## src/rtl/qsine_pkg.sv

```systemverilog
package qsine_pkg;

    localparam int unsigned PHASE_W_DEF = 10;
    localparam int unsigned AMP_W_DEF   = 9;
    localparam real         HALF_PI     = 1.5707963267948966;

    // Quadrant codes taken from the two top phase bits
    typedef enum logic [1:0] {
        QUAD_RISE    = 2'b00,
        QUAD_FALL    = 2'b01,
        QUAD_DIP     = 2'b10,
        QUAD_RECOVER = 2'b11
    } quad_e;

endpackage

```

## src/rtl/qsine_fold.sv

```systemverilog
// Stage 1: chooses the phase source, folds the offset into a quarter-table address
// and derives the sign from the quadrant.
module qsine_fold #(
    parameter  int unsigned PHASE_W = 10,
    localparam int unsigned OFF_W   = PHASE_W - 2
) (
    input  logic               clk,
    input  logic               rst_n,
    input  logic               in_vld,
    input  logic               test_en,
    input  logic [PHASE_W-1:0] acc_phase,
    input  logic [PHASE_W-1:0] test_phase,
    output logic               out_vld,
    output logic [OFF_W-1:0]   out_addr,
    output logic               out_neg
);
    import qsine_pkg::*;

    typedef struct packed {
        logic             vld;
        logic [OFF_W-1:0] addr;
        logic             neg;
    } fold_t;

    fold_t              fold_d, fold_q;
    logic [PHASE_W-1:0] phase_sel;
    quad_e              quad;
    logic [OFF_W-1:0]   offset;

    always_comb begin
        phase_sel = test_en ? test_phase : acc_phase;
        quad      = quad_e'(phase_sel[PHASE_W-1 -: 2]);
        offset    = phase_sel[OFF_W-1:0];

        fold_d     = fold_q;
        fold_d.vld = in_vld;
        if (in_vld) begin
            unique case (quad)
                QUAD_RISE:    begin fold_d.addr = offset;  fold_d.neg = 1'b0; end
                QUAD_FALL:    begin fold_d.addr = ~offset; fold_d.neg = 1'b0; end
                QUAD_DIP:     begin fold_d.addr = offset;  fold_d.neg = 1'b1; end
                QUAD_RECOVER: begin fold_d.addr = ~offset; fold_d.neg = 1'b1; end
                default:      begin fold_d.addr = offset;  fold_d.neg = 1'b0; end
            endcase
        end
    end

    always_ff @(posedge clk or negedge rst_n) begin
        if (!rst_n) fold_q <= '0;
        else        fold_q <= fold_d;
    end

    assign out_vld  = fold_q.vld;
    assign out_addr = fold_q.addr;
    assign out_neg  = fold_q.neg;

endmodule

```

## src/rtl/qsine_rom.sv

```systemverilog
// Stage 2: registered read of the quarter-period magnitude table.
module qsine_rom #(
    parameter int unsigned ADDR_W = 8,
    parameter int unsigned MAG_W  = 8
) (
    input  logic              clk,
    input  logic              rst_n,
    input  logic              in_vld,
    input  logic [ADDR_W-1:0] in_addr,
    input  logic              in_neg,
    output logic              out_vld,
    output logic [MAG_W-1:0]  out_mag,
    output logic              out_neg
);
    import qsine_pkg::*;

    localparam int unsigned DEPTH = 1 << ADDR_W;
    localparam int unsigned PEAK  = (1 << MAG_W) - 1;

    // Sample at the middle of each step: round(PEAK * sin(pi/2 * (i + 0.5) / DEPTH))
    function automatic logic [DEPTH*MAG_W-1:0] build_quarter();
        logic [DEPTH*MAG_W-1:0] t;
        real                    ang;
        int                     v;
        t = '0;
        for (int i = 0; i < DEPTH; i++) begin
            ang = HALF_PI * (real'(i) + 0.5) / real'(DEPTH);
            v   = $rtoi(real'(PEAK) * $sin(ang) + 0.5);
            t[i*MAG_W +: MAG_W] = MAG_W'(v);
        end
        return t;
    endfunction

    localparam logic [DEPTH*MAG_W-1:0] QUARTER = build_quarter();

    typedef struct packed {
        logic             vld;
        logic [MAG_W-1:0] mag;
        logic             neg;
    } rd_t;

    rd_t rd_d, rd_q;

    always_comb begin
        rd_d     = rd_q;
        rd_d.vld = in_vld;
        if (in_vld) begin
            rd_d.mag = QUARTER[int'(in_addr)*MAG_W +: MAG_W];
            rd_d.neg = in_neg;
        end
    end

    always_ff @(posedge clk or negedge rst_n) begin
        if (!rst_n) rd_q <= '0;
        else        rd_q <= rd_d;
    end

    assign out_vld = rd_q.vld;
    assign out_mag = rd_q.mag;
    assign out_neg = rd_q.neg;

endmodule

```

## src/rtl/qsine_lookup.sv

```systemverilog
module qsine_lookup #(
    parameter  int unsigned PHASE_W = qsine_pkg::PHASE_W_DEF,
    parameter  int unsigned AMP_W   = qsine_pkg::AMP_W_DEF,
    localparam int unsigned OFF_W   = PHASE_W - 2,
    localparam int unsigned MAG_W   = AMP_W - 1
) (
    input  logic               clk,
    input  logic               rst_n,
    input  logic               in_valid,
    input  logic               test_en,
    input  logic [PHASE_W-1:0] acc_phase,
    input  logic [PHASE_W-1:0] test_phase,
    output logic               out_valid,
    output logic [AMP_W-1:0]   amp
);
    logic             s1_vld;
    logic [OFF_W-1:0] s1_addr;
    logic             s1_neg;
    logic [MAG_W-1:0] s2_mag;
    logic             s2_neg;

    qsine_fold #(.PHASE_W(PHASE_W)) u_fold (
        .clk        (clk),
        .rst_n      (rst_n),
        .in_vld     (in_valid),
        .test_en    (test_en),
        .acc_phase  (acc_phase),
        .test_phase (test_phase),
        .out_vld    (s1_vld),
        .out_addr   (s1_addr),
        .out_neg    (s1_neg)
    );

    qsine_rom #(.ADDR_W(OFF_W), .MAG_W(MAG_W)) u_rom (
        .clk     (clk),
        .rst_n   (rst_n),
        .in_vld  (s1_vld),
        .in_addr (s1_addr),
        .in_neg  (s1_neg),
        .out_vld (out_valid),
        .out_mag (s2_mag),
        .out_neg (s2_neg)
    );

    assign amp = {s2_neg, s2_mag};

endmodule

```

## config.mk

```make
export PLATFORM = sky130hd
export DESIGN_NAME = qsine_lookup
export DESIGN_NICKNAME = d
export VERILOG_FILES = /design/src/rtl/qsine_pkg.sv /design/src/rtl/qsine_fold.sv /design/src/rtl/qsine_rom.sv /design/src/rtl/qsine_lookup.sv
export SDC_FILE = /design/constraint.sdc
export NUM_CORES = 1
export LEC_CHECK = 0
export BUFFER_PORTS_ARGS = -buffer_cell sky130_fd_sc_hd__clkbuf_2
export CAP_MARGIN = 20
export CORE_MARGIN = 2
export CORE_UTILIZATION = 60
export CTS_CLUSTER_SIZE = 24
export DETAILED_ROUTE_END_ITERATION = 7
export GPL_TIMING_DRIVEN = 0
export PLACE_DENSITY = 0.94
export SLEW_MARGIN = 20
export SYNTH_ARGS = -nofsm -noshare
export SYNTH_HDL_FRONTEND = slang
export SYNTH_HIERARCHICAL = 1
export SYNTH_SLANG_ARGS = --single-unit
```

## constraint.sdc

```tcl
create_clock -name clk -period 3.35 [get_ports clk]
set_clock_uncertainty 0.2 [all_clocks]
set_input_delay 0.1675 -clock clk [delete_from_list [all_inputs] [get_ports clk]]
set_output_delay 0.1675 -clock clk [all_outputs]
set_load 0.005 [all_outputs]
```

* After elaboration in Yosys (flattened, before gate mapping) *
Cells that the tools add are included.

cells by class
  shifts and indexed selects = 1
  bitwise gates (word level) = 1
  reductions and logical operators = 1
  mux-type cells = 2
  equality and inequality tests = 3

operator list
  kind                          count
  $shiftx A2048 B12 Y8 const A  1
  $pmux W9 S4                   1
  $mux W10                      1
  $not A8 Y8                    1
  $eq A2 B2 Y1 const B          2
  $eq A2 B1 Y1 const B          1
  $logic_not A2 Y1              1

storage, ports and cells
  output and inout bits = 10
  bits of input ports = 24
  logic and storage cells = 14
  register bits = 20

* Longest topological paths before layout *
  depth after elaboration = 3
  gate-level depth with buffers = 10
  gate-level depth less buffers = 8

* Hierarchy *
The synthesis kept the hierarchy.

by module, submodules not included
  module        cells each  times used  area an instance (um2)  sequential area each (um2)
  qsine_rom     322         1           2,163.3                 250.2
  qsine_fold    51          1           571.8                   250.2
  qsine_lookup  1           1           7.5                     0.0

* Worst setup path before layout *
Ideal clock, no wire load.

  kind = register to register
  from = register u_fold.fold_q, in the netlist u_fold/out_addr[1]
  to = register u_rom.rd_q, in the netlist u_rom/out_mag[0]
  cell stages (with the launch flop) = 10
  library setup time = 0.126 ns
  required time = 3.024 ns
  data arrival time = 2.269 ns
  clock period less this slack = 2.595 ns
  setup slack = 0.755 ns
  path buffers = 1
  cell sequence = dfrtp_1 inv_1 ha_1 clkbuf_1 mux2_2 a2111oi_0 o311ai_0 a221oi_1 o21ai_0 o311a_1

between the ends
  word-level cells in the longest chain between the ends = 1

ends and longest elaborated chain
  element                 RTL line          source
  start, declared         qsine_fold.sv:25  fold_t fold_d, fold_q;
  start signal, assigned  qsine_fold.sv:50  else fold_q <= fold_d;
  $shiftx A2048 B12 Y8    qsine_rom.sv:48   rd_d.mag = QUARTER[int'(in_addr)*MAG_W +: MAG_W];
  end signal, assigned    qsine_rom.sv:55   else rd_q <= rd_d;
  end, declared           qsine_rom.sv:42   rd_t rd_d, rd_q;

Every way passes these cells.
A chain may end at the register's enable or synchronous reset.

* Worst setup path in the final report *
Ends and elaborated chain as after synthesis.

==> impl_metrics.py <==
metrics = {
    "placement": {
        "dp_cells": 457,
        "place_area_mm2": 0.00296,
        "portBuffers": 31,
        "dpl.hpwl_mm": 7.23,
        "routabilityCongestion": 1.11,
    },
    "synthesis": {
        "synth_top_area_share": 0.182,
        "synthTopCellsByArea": "dfrtp_1 (18%), a21oi_1 (6.0%), o21ai_0 (5.8%), nand2b_1 (5.7%), ha_1 (5.5%)",
        "syn_area_per_cell_um2": 7.33,
        "netlist_area_mm2": 0.00274,
        "yosysWarningCount": 6,
        "yosysMostFrequentCell": "a21oi_1",
        "ys_ff_latch": 20,
        "ys_types": 58,
        "synth_edf_count": 0,
        "synth_largest_area_cell": "dfrtp_1",
        "synth_commonest_cells": "a21oi_1 (33), o21ai_0 (32), nand2_1 (27)",
        "synth_ff_type": "dfrtp_1",
        "seq_area_frac_synth": 0.182,
        "async_flop_share": 1.00,
        "syn_inst": 374,
        "synth_fp_nets": 410,
    },
    "timing": {
        "slew_violations": 0,
        "setup_viol": 0,
        "min_period_ns": 3.17,
        "maxSlewHeadroom": 0.499,
        "period_share": 0.945,
        "max_slew.worst_pin.slew_ns": 0.749,
        "timing.fmax_ghz": 0.316,
        "timing.hold.ws_ns": 0.0279,
        "hold_violations": 0,
        "setup_tns_ns": 0,
        "rsz0062_at_grt": "no",
    },
    "detailed_routing": {
        "wl_mm": 10.2,
        "drt_first_pass_iters": 6,
        "num_vias": 3391,
        "wire_per_inst_um": 22.0,
        "drc_errors": 0,
        "drt-initial-drc-count": 586,
        "avgViaCountPerCell": 7.32,
        "drtAntennaViolNets": 0,
    },
    "power_and_ir_drop": {
        "ir_worst_vdd_v": 0.000283,
        "netSwitchingFraction": 0.472,
        "p_seq_frac": 0.228,
        "power_density_mw_per_mm2": 483,
        "p_leak_nw": 1.21,
        "pwr-share-comb": 0.609,
        "clkPwrFrac": 0.163,
        "p_switching_mw": 0.697,
        "p_int_mw": 0.779,
    },
    "hold_path": {
        "hold_path_class": "in -> reg",
    },
    "floorplanning": {
        "start_util": 0.626,
        "die_h_um": 71.6,
        "rows": 24,
        "pin_count": 34,
        "core_mm2": 0.00438,
        "die_w_um": 71.6,
        "die-area_mm2": 0.00513,
    },
    "global_route": {
        "grt_overflow": 0,
        "grt_max_degree": 21,
        "first_global_vias": 3247,
        "grt_antenna_before_repair": 0,
        "grt.total_usage": 0.405,
        "grt_pass1_wl_mm": 16.4,
    },
    "setup_path": {
        "cp.required_ns": 3.29,
        "cp_slowest_cell": "dfrtp_2",
        "cpPeakStageDelay_ns": 0.52,
        "endpoint_kind": "flop",
        "cp-start-kind": "flop",
        "path_class": "reg -> reg",
        "arrival_ns": 3.11,
        "path_max_fanout": 12,
        "crit_chain": "inv_1 > ha_1 > clkbuf_1 > nor2b_1 > o311ai_0 > a21oi_1 > nor3_1 > o311a_1",
    },
    "finish": {
        "final_core_util": 0.697,
        "layout-drive-gt1-share": 0.165,
        "finalInstanceArea_mm2": 0.00306,
        "fin_cells": 463,
        "antennaDiodeCount": 0,
        "nNetsFinal": 448,
        "area_delta_synth_final_pct": 11.5,
    },
    "clock_tree": {
        "cts_sinks": 20,
        "clock-root-buffer": "clkbuf_8",
        "cts_tree": "yes",
        "clk_pin_slew_ns": 0.07,
        "postCtsSetupRepairBufs": 0,
        "clock_path_buffers": 2,
        "cts_buffers": 3,
        "cts_max_level": 1,
        "insertion_delay_ns": 0.26,
    },
    "status": {
        "outcome": "finished clean",
    },
    "flow_run": {
        "cap_violations": 0,
    },
}
flip-flops by register name, summed over array words and instances, names as in the netlist:
name and cells:
u_fold/out_addr 8, u_fold/out_neg 1, u_fold/out_vld 1, u_rom/out_mag 8, u_rom/out_neg 1, u_rom/out_vld 1
final timing paths:
kind,from,end,slack (ns),cells after the start
setup / recovery,u_fold/out_addr[1]$_DFFE_PN0P_,u_rom/out_mag[0]$_DFFE_PN0P_,0.18,8
hold / removal,test_phase[0],u_fold/out_addr[0]$_DFFE_PN0P_,0.03,3
setup reg to reg,u_fold/out_addr[1]$_DFFE_PN0P_,u_rom/out_mag[0]$_DFFE_PN0P_,0.18,8
hold reg to reg,u_fold/out_vld$_DFF_PN0_,u_rom/out_vld$_DFF_PN0_,0.19,0
max in group asynchronous,rst_n,u_fold/out_addr[1]$_DFFE_PN0P_,2.37,2
min in group asynchronous,rst_n,u_rom/out_neg$_DFFE_PN0P_,0.20,2
logic make-up (layout without fill, tap and decap cells):
group / count (synthesis) / after routing / synth area share
simple gates: 119 / 119 / 0.221
xor+xnor: 17 / 17 / 0.0543
compound gates: 149 / 149 / 0.372
mux: 7 / 7 / 0.0274
buf+inv: 50 / 87 / 0.0881
fa+ha+maj: 12 / 12 / 0.0547
flops: 20 / 20 / 0.182
layer usage:
metal	routed length, um	vias to the layer above	share of wire	GRT usage
li1	-	1475	-	-
met1	3940	1540	0.39	0.559
met2	4380	309	0.43	0.601
met3	1350	67	0.13	0.107
met4	502	0	0.049	0.170
met5	0	-	0	0
placed cells by master (no fill, tap or decap), types with 12 or more instances in the layout:
cell type  instances
clkbuf_1          15
ha_1              12
nand2b_1          25
dfrtp_1           19
nor2_1            23
nand2_1           27
xnor2_1           17
clkbuf_2          32
buf_2             19
a21oi_1           33
o21ai_0           32
critical path: cells and delay by family (launching register included):
family / cells / cell delay (ns)
buffers and inverters: 2 / 0.78
AOI/OAI and AO/OA: 3 / 0.76
and+or+nand+nor: 2 / 0.56
DFF: 1 / 0.52
adders and majority gates: 1 / 0.23
per-stage QoR:
step / worst slack (ns) / power, mW
final: 0.183 / 1.48
after global routing: 0.0397 / 1.56
after CTS: 0.143 / 1.43
after detailed placement: -0.0350 / 1.18
after global placement: 0.0108 / 1.18
after floorplan: 0.755 / 0.924
final cells by class:
class | instances | area, um2
buffer | 41 | 209
clock buffer | 3 | 41.3
multi-input combinational | 304 | 2000
inverter | 9 | 33.8
sequential | 20 | 502
clock inverter | 1 | 30.0
fill | 384 | 1330
timing repair buffer | 33 | 175
tap | 52 | 65.1
power groups by stage:
stage / combinational [mW] / clock (mW) / sequential, mW
floorplan: 0.597 / 0 / 0.326
global placement: 0.844 / 0 / 0.336
detailed placement: 0.846 / 0 / 0.338
CTS: 0.853 / 0.244 / 0.335
global route: 0.963 / 0.253 / 0.343
finish: 0.899 / 0.241 / 0.336
what timing repair did:
action | CTS | global route
hold buffers | 2 | 0
pin swaps | 0 | 0
setup endpoints to repair | 1 | 1
resized for setup | 1 | 2
hold endpoints to repair | 21 | 0
(Power assumes the default switching activity.)
